<file path="config.mk">
export PLATFORM = sky130hd
export DESIGN_NAME = sa_tune_ctrl
export DESIGN_NICKNAME = d
export VERILOG_FILES = /design/src/rtl/sa_tune_pkg.sv /design/src/rtl/sa_dwell_timer.sv /design/src/rtl/sa_sat_step.sv /design/src/rtl/sa_tune_ctrl.sv
export SDC_FILE = /design/constraint.sdc
export NUM_CORES = 1
export LEC_CHECK = 0
export BUFFER_PORTS_ARGS = -buffer_cell sky130_fd_sc_hd__buf_2
export CAP_MARGIN = 40
export CORE_AREA = 5 5 96 98
export DETAILED_ROUTE_END_ITERATION = 8
export DIE_AREA = 0 0 101 103
export PLACE_DENSITY = 0.77
export SLEW_MARGIN = 20
export SYNTH_ARGS = -nofsm -noshare
export SYNTH_HDL_FRONTEND = slang
export SYNTH_SLANG_ARGS = --single-unit
</file>
<file path="constraint.sdc">
create_clock -name clk -period 4.3 [get_ports clk]
set_clock_uncertainty 0.2 [all_clocks]
set_input_delay 0.645 -clock clk [delete_from_list [all_inputs] [get_ports clk]]
set_output_delay 0.645 -clock clk [all_outputs]
set_load 0.05 [all_outputs]
</file>
<file path="src/rtl/sa_tune_pkg.sv">
package sa_tune_pkg;
    typedef enum logic [1:0] {
        PH_IDLE   = 2'd0,
        PH_SEARCH = 2'd1,
        PH_TRACK  = 2'd2
    } phase_e;
endpackage

</file>
<file path="src/rtl/sa_dwell_timer.sv">
module sa_dwell_timer #(
    parameter int DW = 8
) (
    input  logic          clk,
    input  logic          rst_n,
    input  logic          clear_i,
    input  logic [DW-1:0] limit_i,
    output logic          ready_o
);
    localparam logic [DW-1:0] CNT_TOP = {DW{1'b1}};

    logic [DW-1:0] cnt_d, cnt_q;

    always_comb begin
        cnt_d = cnt_q;
        if (clear_i)
            cnt_d = '0;
        else if (cnt_q != CNT_TOP)
            cnt_d = cnt_q + 1'b1;
    end

    always_ff @(posedge clk) begin
        if (!rst_n) cnt_q <= '0;
        else        cnt_q <= cnt_d;
    end

    assign ready_o = (cnt_q >= limit_i);

    // the cycle after a clear is ready only for a zero dwell limit
    assert_clear_restarts_dwell_R5: assert property (@(posedge clk) disable iff (!rst_n)
        (clear_i && $stable(limit_i)) |=> (ready_o == (limit_i == '0)));
endmodule

</file>
<file path="src/rtl/sa_sat_step.sv">
module sa_sat_step #(
    parameter int W = 16
) (
    input  logic [W-1:0] word_i,
    input  logic [W-1:0] delta_i,
    input  logic         up_i,
    input  logic [W-1:0] max_i,
    output logic [W-1:0] res_o
);
    logic [W:0] sum;

    always_comb begin
        sum = {1'b0, word_i} + {1'b0, delta_i};
        if (up_i)
            res_o = (sum > {1'b0, max_i}) ? max_i : sum[W-1:0];
        else
            res_o = (delta_i > word_i) ? '0 : (word_i - delta_i);
    end

    // a word inside the range stays inside the range
    always_comb begin
        if (word_i <= max_i)
            assert_sat_in_range_R6: assert (res_o <= max_i);
    end
endmodule

</file>
<file path="src/rtl/sa_tune_ctrl.sv">
module sa_tune_ctrl
    import sa_tune_pkg::*;
#(
    parameter int W  = 16,
    parameter int DW = 8
) (
    input  logic          clk,
    input  logic          rst_n,
    input  logic          start_i,
    input  logic          dir_valid_i,
    input  logic          dir_up_i,
    input  logic [W-1:0]  max_word_i,
    input  logic [DW-1:0] min_dwell_i,
    output logic [W-1:0]  tune_word_o,
    output logic          searching_o
);
    typedef struct packed {
        phase_e       phase;
        logic [W-1:0] word;
        logic [W-1:0] step;
    } ctl_t;

    ctl_t         st_d, st_q;
    logic         dwell_ok;
    logic         take_search;
    logic [W-1:0] delta;
    logic [W-1:0] moved;
    logic [W-1:0] half_range;
    logic [W-1:0] quarter_range;
    logic [W-1:0] next_step;

    assign half_range    = max_word_i >> 1;
    assign quarter_range = max_word_i >> 2;
    assign next_step     = st_q.step >> 1;
    assign delta         = (st_q.phase == PH_SEARCH) ? st_q.step : W'(1);

    sa_sat_step #(.W(W)) u_sat (
        .word_i  (st_q.word),
        .delta_i (delta),
        .up_i    (dir_up_i),
        .max_i   (max_word_i),
        .res_o   (moved)
    );

    sa_dwell_timer #(.DW(DW)) u_dwell (
        .clk     (clk),
        .rst_n   (rst_n),
        .clear_i (start_i | take_search),
        .limit_i (min_dwell_i),
        .ready_o (dwell_ok)
    );

    always_comb begin
        st_d        = st_q;
        take_search = 1'b0;
        if (start_i) begin
            st_d.word  = half_range;
            st_d.step  = quarter_range;
            st_d.phase = (quarter_range > W'(1)) ? PH_SEARCH : PH_TRACK;
        end else begin
            case (st_q.phase)
                PH_SEARCH: begin
                    if (dir_valid_i && dwell_ok) begin
                        take_search = 1'b1;
                        st_d.word   = moved;
                        st_d.step   = next_step;
                        if (next_step <= W'(1))
                            st_d.phase = PH_TRACK;
                    end
                end
                PH_TRACK: begin
                    if (dir_valid_i)
                        st_d.word = moved;
                end
                default: ;
            endcase
        end
    end

    always_ff @(posedge clk) begin
        if (!rst_n) begin
            st_q.phase <= PH_IDLE;
            st_q.word  <= '0;
            st_q.step  <= '0;
        end else begin
            st_q <= st_d;
        end
    end

    assign tune_word_o = st_q.word;
    assign searching_o = (st_q.phase == PH_SEARCH);

    // idle ignores strobes
    assert_idle_hold_R1: assert property (@(posedge clk) disable iff (!rst_n)
        (st_q.phase == PH_IDLE && !start_i) |=> (tune_word_o == '0));

    // start loads mid-range
    assert_mid_start_R2: assert property (@(posedge clk) disable iff (!rst_n)
        start_i |=> (tune_word_o == ($past(max_word_i) >> 1)));

    // tracking moves by at most one
    assert_track_unit_R4: assert property (@(posedge clk) disable iff (!rst_n)
        (st_q.phase == PH_TRACK && dir_valid_i && !start_i) |=>
            (tune_word_o == $past(tune_word_o) ||
             tune_word_o == W'($past(tune_word_o) + 1'b1) ||
             tune_word_o == W'($past(tune_word_o) - 1'b1)));

    // without a strobe or start the word holds
    assert_hold_without_strobe_R5: assert property (@(posedge clk) disable iff (!rst_n)
        (!start_i && !dir_valid_i) |=> $stable(tune_word_o));

    // search ends only into tracking, tracking never resumes search alone
    assert_track_sticky_R8: assert property (@(posedge clk) disable iff (!rst_n)
        (st_q.phase == PH_TRACK && !start_i) |=> !searching_o);
endmodule

</file>
* Yosys cells after proc, flatten, opt, wreduce, memory -nomap -nowiden
Index checks and enable logic that the tools add are counted.
** Storage, ports and cells
- Flip-flop bits (word level) :: 40
- Bits of input ports :: 29
- Output and inout port bits :: 17
- Word-level logic and storage cells :: 49
** Cells by class
- Add/subtract/negate cells :: 3
- Order comparisons :: 5
- Equal/unequal tests :: 7
- Mux-type cells :: 15
- Bitwise gates (word level) :: 2
- Reductions and logical operators :: 12
** Operator list (count)
- $mux W16 :: 5
- $mux W34 :: 2
- $pmux W16 S2 :: 1
- $add A16 B14 Y17 :: 1
- $gt A17 B16 Y1 :: 1
- $gt A14 B16 Y1 :: 1
- $sub A16 B14 Y16 :: 1
- $gt A14 B1 Y1 const B :: 1
- $mux W14 :: 1
- $le A13 B1 Y1 const B :: 1
- $reduce_and A3 Y1 :: 3
- $add A8 B1 Y8 const B :: 1
- $ge A8 B8 Y1 :: 1
- $ne A8 B8 Y1 const B :: 1
- $reduce_bool A2 Y1 :: 4
- $mux W2 :: 3
- $reduce_or A2 Y1 :: 2
- $mux W1 :: 3
- $ne A3 B2 Y1 const B :: 1
- $ne A3 B3 Y1 const B :: 1
- $reduce_bool A3 Y1 :: 1
- $eq A2 B1 Y1 const B :: 1
- $eq A2 B2 Y1 const B :: 1
- $ne A2 B1 Y1 const B :: 1
- 5 further kinds :: 5

* Logic depth before layout (Yosys ltp)
Gate-level depths: netlist of run 1.
- Depth in word-level cells :: 9
- Depth in mapped cells :: 22
- Depth with buffers taken out :: 20

* Cells and area by module
From an unflattened synthesis of run 1, not the netlist that was laid out.
** Second synthesis, totals
- Cells, all modules :: 622
- Area total of the unflattened synthesis :: 4670.7 um^2
** By module, submodules not included
- sa_sat_step :: times used 1, cells an instance 342, area each 2422.3 um^2, sequential area each 0.0 um^2
- sa_tune_ctrl :: times used 1, cells an instance 211, area each 1662.8 um^2, sequential area each 640.6 um^2
- sa_dwell_timer :: times used 1, cells an instance 69, area each 585.6 um^2, sequential area each 160.2 um^2

* Worst setup path before layout of run 1
Ideal clock, no wire load.
- Path type :: reg-to-reg
- From :: register st_q[32] in the netlist's numbering
- To :: register st_q, in the netlist tune_word_o[1]
- Library setup time :: 79 ps
- Data arrival time :: 4854 ps
- Data required time :: 4021 ps
- Setup slack :: -834 ps
- Stages on the path, launching flop included :: 23
- Path buffers :: 4
- Clock period less this slack :: 5134 ps
- Cell sequence :: dfxtp_1 > nor2b_1 > clkbuf_1 > nand2_1 > ha_1 > buf_4 > nor2b_1 > or3_1 > nor4b_1 > a21o_1 > a2111oi_0 > nor2_1 > ha_1 > a21oi_1 > nand3_1 > nor2_1 > o211ai_1 > a2bb2oi_2 > buf_6 > buf_12 > mux2i_1 > a22oi_1 > a211oi_2
** Between the ends
- Word-level cells in the longest chain between the ends :: 9
- Elaborated cells between the ends (all ways) :: 18
- Classes of those cells :: 2 x add/sub; 2 x order compare; 4 x eq/ne; 8 x mux; 2 x reduce/logical
** Ends and longest elaborated chain
- from (decl) :: line sa_tune_ctrl.sv:23 : ctl_t st_d, st_q;
- from (signal assigned) :: line sa_tune_ctrl.sv:86 : st_q <= st_d;
- $eq A2 B1 Y1 *
- named net searching_o :: line sa_tune_ctrl.sv:15 : output logic searching_o
- $mux W14 :: line sa_tune_ctrl.sv:35 : assign delta = (st_q.phase == PH_SEARCH) ? st_q.step : W'(1);
- $add A16 B14 Y17 :: line sa_sat_step.sv:13 : sum = {1'b0, word_i} + {1'b0, delta_i};
- $gt A17 B16 Y1 :: line sa_sat_step.sv:15 : res_o = (sum > {1'b0, max_i}) ? max_i : sum[W-1:0];
- $mux W16 :: line sa_sat_step.sv:15
- $mux W16 :: line sa_sat_step.sv:14 : if (up_i)
- $mux W16 or $mux W34 (tied branches) :: line sa_tune_ctrl.sv:72, sa_tune_ctrl.sv:63
- $pmux W16 S2 :: line sa_tune_ctrl.sv:61 : case (st_q.phase)
- $mux W34 :: line sa_tune_ctrl.sv:56 : if (start_i) begin
Mark *: on every way through the listed nets, which the timed path passes. The rest lies on a longest branch. The select of a mux whose other input is x is not followed.
A chain may end at the register's enable or synchronous reset.

* Final worst setup path of run 1
- From :: register st_q[32] in the netlist's numbering
- To :: register st_q, in the netlist tune_word_o[7]
** Between the ends
- Word-level cells in the longest chain between the ends :: 9
- Elaborated cells between the ends (all ways) :: 18
- Classes of those cells :: 2 x add/sub; 2 x order compare; 4 x eq/ne; 8 x mux; 2 x reduce/logical
** Ends and longest elaborated chain (line)
- $eq A2 B1 Y1 :: sa_tune_ctrl.sv:35, sa_tune_ctrl.sv:61
- $mux W14 :: sa_tune_ctrl.sv:35
- $add A16 B14 Y17 :: sa_sat_step.sv:13
- $gt A17 B16 Y1 :: sa_sat_step.sv:15
- $mux W16 :: sa_sat_step.sv:15
- $mux W16 :: sa_sat_step.sv:14
- $mux W16 or $mux W34 (tied branches) :: sa_tune_ctrl.sv:72, sa_tune_ctrl.sv:63
- $pmux W16 S2 :: sa_tune_ctrl.sv:61
- $mux W34 :: sa_tune_ctrl.sv:56
Several ways; a longest one is shown, not always the timed one. The select of a mux whose other input is x is not followed.

==> results of run 1 <==
[registers in the layout (all words and copies together) (netlist names)]
register	count
tune_word_o	16
next_step	13
u_dwell.cnt_q	8
st_q	3
[cell type report]
type / instances / share of cell area [%]
sequential: 40 / 14.57
timing repair buffer: 104 / 13.67
clock buffer: 6 / 1.317
clock inverter: 2 / 0.6356
inverter: 54 / 3.814
tap: 108 / 2.452
multi-input combinational: 444 / 63.54
[metrics by stage]
| stage | area (um2) | utilization (%) | setup slack [ns] |
|---|---|---|---|
| after floorplan | 4502 | - | 0.007257 |
| after global routing | 5512 | 65.77 | -0.4142 |
| after global placement | 4896 | 58.42 | -0.08757 |
| after CTS | 5293 | 63.15 | -0.1132 |
| final | 5512 | 65.77 | -0.2235 |
| after detailed placement | 4907 | 58.55 | -0.2373 |
[logic make-up (layout without fill, tap and decap cells)]
group / Yosys count / in the layout / share of synthesized area (%)
adder cells (fa/ha/maj): 55 / 55 / 15.85
AO/OA/AOI/OAI: 153 / 153 / 24.82
multiplexers: 13 / 13 / 2.933
buffers and inverters: 96 / 166 / 10.41
AND/OR/NAND/NOR: 195 / 195 / 22.42
XOR/XNOR: 28 / 28 / 5.527
flip-flops: 40 / 40 / 18.05
[synthesized netlist by cell type, types with 4 or more instances]
cell type,n
o21a_1,10
clkbuf_1,15
o31ai_1,4
nand3_1,17
nand2_1,55
or3_1,4
nor3_1,7
nor2_1,49
nand4_1,7
nand2b_1,11
nor3_2,6
xnor2_1,18
dfxtp_1,40
ha_1,53
o211ai_1,6
a211oi_1,5
mux2i_1,13
o221a_1,6
nor2b_1,9
buf_2,5
a31oi_1,9
o311ai_0,4
xor2_1,10
a21o_1,7
o21ai_0,26
o21ai_1,4
inv_1,50
a21oi_1,30
nor4_1,8
buf_4,19
[critical path, cell delays in order, from the launching register on]
cell and delay [ns]:
dfxtp_2 0.33, nor2b_4 0.20, buf_12 0.15, nand2_4 0.06, ha_4 0.24, buf_6 0.12, nor3b_4 0.16, nor4b_4 0.35
a21boi_4 0.34, o41ai_4 0.10, xnor2_2 0.18, ha_1 0.31, and4_1 0.18, nand4_1 0.16, nor4_4 0.30, a21oi_4 0.07
a2bb2oi_4 0.17, buf_6 0.15, clkbuf_16 0.17, mux2i_1 0.19, o221a_1 0.23, nor3_2 0.04
[final timing paths]
check | from | endpoint
worst min-delay path | next_step[11] | next_step[11]
worst min register to register | next_step[11] | next_step[11]
worst max register to register | st_q[32] | tune_word_o[7]
worst max-delay path | st_q[32] | tune_word_o[7]
[where the power goes]
group          switching (W)  internal, W
Sequential         0.0000321     0.000392
Combinational       0.000364     0.000261
Clock               0.000140     0.000173
Total               0.000537     0.000826
[per-layer routing]
layer  vias up  track usage, %  routed length (um)
li1       2197               -                   -
met1      2202           35.40                5844
met2       278           45.52                6758
met3        94           4.330                1304
met4         0           14.52                 977
met5         -               0                   0
[what timing repair did]
action	in CTS	in global routing
gates resized for setup	29	29
cloned	2	1
buffers inserted	8	9
setup endpoints to repair	15	16
pin swaps	27	28
==> reports/metrics.cfg, run 1 <==
[floorplan]
die_area_um2=10400
coreArea_um2=8381
pin_count=46
die_w_um=101
start_util_pct=52.94
row_count=34
fp.dieH_um=103

[cells_and_area]
nNetsFinal=733
layout_commonest_cell=nand2_1
mostFrequentLayoutCells=nand2_1, inv_1, buf_4
drive_gt1_share_pct=26.46
area_delta_synth_final_pct=24.22
register_area_um2=803.3
fin_cells=758
fillers=675
insertedDiodeCount=0
multiInputGateArea_um2=3502

[worst_setup_path]
cp-start-kind=flip-flop
r2r_cells=21
crit_fanout=8
crit_type=flip-flop to flip-flop
arrival_ns=4.50
cp-end-kind=flip-flop
rrSetupSlack_ns=-0.22
required_ns=4.28

[timing]
rsz0062_at_grt=yes
period_share_pct=105.2
worst_pin_slew_ns=0.6540
hold_viol_final=0
fin_crit_ns=4.524
finalSetupViolCount=15
slew_viol_final=0
fmax_ghz=0.2211
fin_tns_setup_ns=-2.398
worst_hold_slack_ns=0.3121
relSlewSlack_pct=56.14
setup_slack_ns=-0.2235

[placed_design]
gp_congestion=0.9768
place_hpwl_um=10890
placedCellCount=731
io_buffers=45

[logic_synthesis]
synth_cell_types=75
synth_edf_count=0
yosys_most_used_dff=dfxtp_1
synth_top_area_share_pct=18.05
avgSynthCellArea_um2=7.650
async_flop_share_pct=0
yosysWarnings=0
yosys.area.top_type=dfxtp_1
synthesis.nets=664
syn-cell-area_um2=4437
ys_seq_elements=40
yosysSeqAreaShare_pct=18.05
ys_top_cells_by_area=dfxtp_1, ha_1, nand2_1
syn-instance-count=580

[route]
drc=0
detail-route-antenna-nets=0
wl_per_cell_um=19.64
dr.pass1.iters=6
vias=4771
vias_per_cell=6.294
drt_wl_total_um=14880
drtIter0Drc=349

[grt]
grt_antenna_before_repair=0
grt_pass1_vias=4575
grt_pass1_wl_um=22870
grt_max_degree=29
track_usage_pct=27.82
grt_overflow=0

[clocking]
cts_tree=built
clk_path_buf_depth=2
cts_root_buffer=clkbuf_8
cts_hold_buffers=0
htreeDepth=2
clock-sinks=40
worstSkewPairLatency_ns=0.30
clk_transition_reported_paths_ns=0.09
cts_made_buffers=5

[power]
finalPower_w=0.001363
ir_drop_mv=0.1469
leakagePower_nw=2.635
power_density_nw_per_um2=247.2

[outcome]
violations=setup timing
outcome=finished, violations left

[hold_path]
whs_path_depth=2
hold_class=flip-flop to flip-flop

[run]
drv_cap=0

Note: power is estimated with default switching activity, not from simulation.
==> run 2: changes to the inputs <==
Settings changed: TNS_END_PERCENT from default to 20.
==> run 2 against run 1 <==
  * The run still ends with setup timing left
  * Sequential share of layout area grew 0.087 points
  * Non-clock buffer count shrank 3
  * Clock-buffer cell count did not move
  * Register-to-register slack got worse by 0.07 ns
  * Global-route usage up 0.23 points
  * Via count grew 0.42%
  * Worst setup slack got worse by 0.065 ns
  * Cell area down 0.59%
  * First-iteration DRC count fell by 0.86%
  * Largest power group unchanged
==> reports/metrics.cfg, run 2 (synthesis gave the netlist of run 1 again) <==
[outcome]
outcome=finished, violations left
violations=setup timing

[power]
power_density_nw_per_um2=248.8
leakagePower_nw=2.599
ir_drop_mv=0.1459
finalPower_w=0.001363

[clocking]
clk_transition_reported_paths_ns=0.09
clk_path_buf_depth=2
worstSkewPairLatency_ns=0.30
cts_root_buffer=clkbuf_8
cts_made_buffers=5
htreeDepth=2
clock-sinks=40
cts_tree=built
cts_hold_buffers=0

[timing]
relSlewSlack_pct=56.41
fin_tns_setup_ns=-3.317
finalSetupViolCount=16
hold_viol_final=0
fmax_ghz=0.2179
slew_viol_final=0
period_share_pct=106.7
fin_crit_ns=4.589
worst_pin_slew_ns=0.6499
setup_slack_ns=-0.2886
rsz0062_at_grt=yes

[grt]
grt_pass1_wl_um=23010
track_usage_pct=28.05
grt_pass1_vias=4564
grt_max_degree=29
grt_overflow=0
grt_antenna_before_repair=0

[cells_and_area]
area_delta_synth_final_pct=23.49
layout_commonest_cell=nand2_1
mostFrequentLayoutCells=nand2_1, inv_1, nor2_1
finalCoreUtilization_pct=65.38
fin_cells=755
drive_gt1_share_pct=25.97
insertedDiodeCount=0
largest_reg_flops=16
nNetsFinal=730

[worst_setup_path]
cp-end-kind=flip-flop
critical-path-slowest-cell=a2111oi_4
crit_family=compound AO/OA/AOI/OAI gates
crit_type=flip-flop to flip-flop
cpMostUsedCell=nor2_2
crit_buf_inv=4
crit_fanout=8
cp-start-kind=flip-flop
slowest_delay_ns=0.39
rrSetupSlack_ns=-0.29
path_cells=nor2b_4 -> buf_12 -> nand2_8 -> ha_4 -> nor2_2 -> or3_4 -> nor4b_4 -> a21o_1 -> a2111oi_4 -> nor2_1 -> ha_1 -> a21oi_1 -> nand3_1 -> nor2_2 -> buf_4 -> a21oi_4 -> a2bb2oi_4 -> buf_6 -> clkbuf_16 -> mux2i_1 -> o221a_1 -> nor3_2
required_ns=4.29
arrival_ns=4.58

[floorplan]
die_w_um=101
pin_count=46
row_count=34
fp.dieH_um=103
coreArea_um2=8381
start_util_pct=52.94
die_area_um2=10400

[route]
vias=4791
dr.pass1.iters=5
drtIter0Drc=346
drc=0
drt_wl_total_um=14970
vias_per_cell=6.346
wl_per_cell_um=19.83
detail-route-antenna-nets=0

[run]
drv_cap=0

[placed_design]
io_buffers=45
placedCellCount=731
gp_congestion=0.9768
place_hpwl_um=10890

[hold_path]
hold_class=flip-flop to flip-flop

[run 2: cell types whose count changed in the layout (fill, tap and decap cells not counted), sizes merged]
cell	change
buf	-3
[run 2: layout make-up]
type	instances	area (um2)
Clock buffer	6	72.57
Clock inverter	2	35.03
Fill cell	683	2902
Inverter	54	202.7
Multi-Input combinational cell	444	3496
Sequential cell	40	803.3
Tap cell	108	135.1
Timing Repair Buffer	101	734.5
[run 2: final timing paths]
path / from / endpoint / cells after the start
hold / removal: next_step[11] / next_step[11] / 2
setup reg to reg: st_q[32] / tune_word_o[5] / 22
setup / recovery: st_q[32] / tune_word_o[5] / 22
hold reg to reg: next_step[11] / next_step[11] / 2
[run 2: where the power goes]
part / leakage [nW] / switching, W / internal (W) / total, W
logic: 2.21 / 0.000362 / 0.000260 / 0.000621
registers: 0.331 / 0.0000332 / 0.000392 / 0.000426
clock network: 0.0552 / 0.000144 / 0.000173 / 0.000316
[run 2: metal layers]
metal / GRT usage (%) / wire (um) / vias to the layer above
met5: 0 / 0 / -
met1: 35.45 / 5762 / 2224
li1: - / - / 2194
met3: 4.668 / 1383 / 80
met4: 14.62 / 835 / 0
met2: 45.97 / 6992 / 293
[run 2: repair_timing]
action,in CTS,in global routing
pin swaps,23,27
cloned,2,1
gates resized for setup,27,26
buffers inserted,7,7
endpoints found under the setup margin,15,16
[run 2: worst min-delay path, cell delays in order (launching register included)]
cell and delay [ns]:
dfxtp_1 0.33, nand2_1 0.06, a31oi_1 0.07
[run 2: through the flow]
step	worst slack, ns	hold WS [ns]	area, um2
6_report	-0.2886	0.3204	5479
5_1_grt	-0.4193	0.3657	5479
4_1_cts	-0.1205	0.3055	5280
3_5_place_dp	-0.2373	0.2914	4907
3_3_place_gp	-0.08757	0.2803	4896
2_1_floorplan	0.007257	0.2649	4502
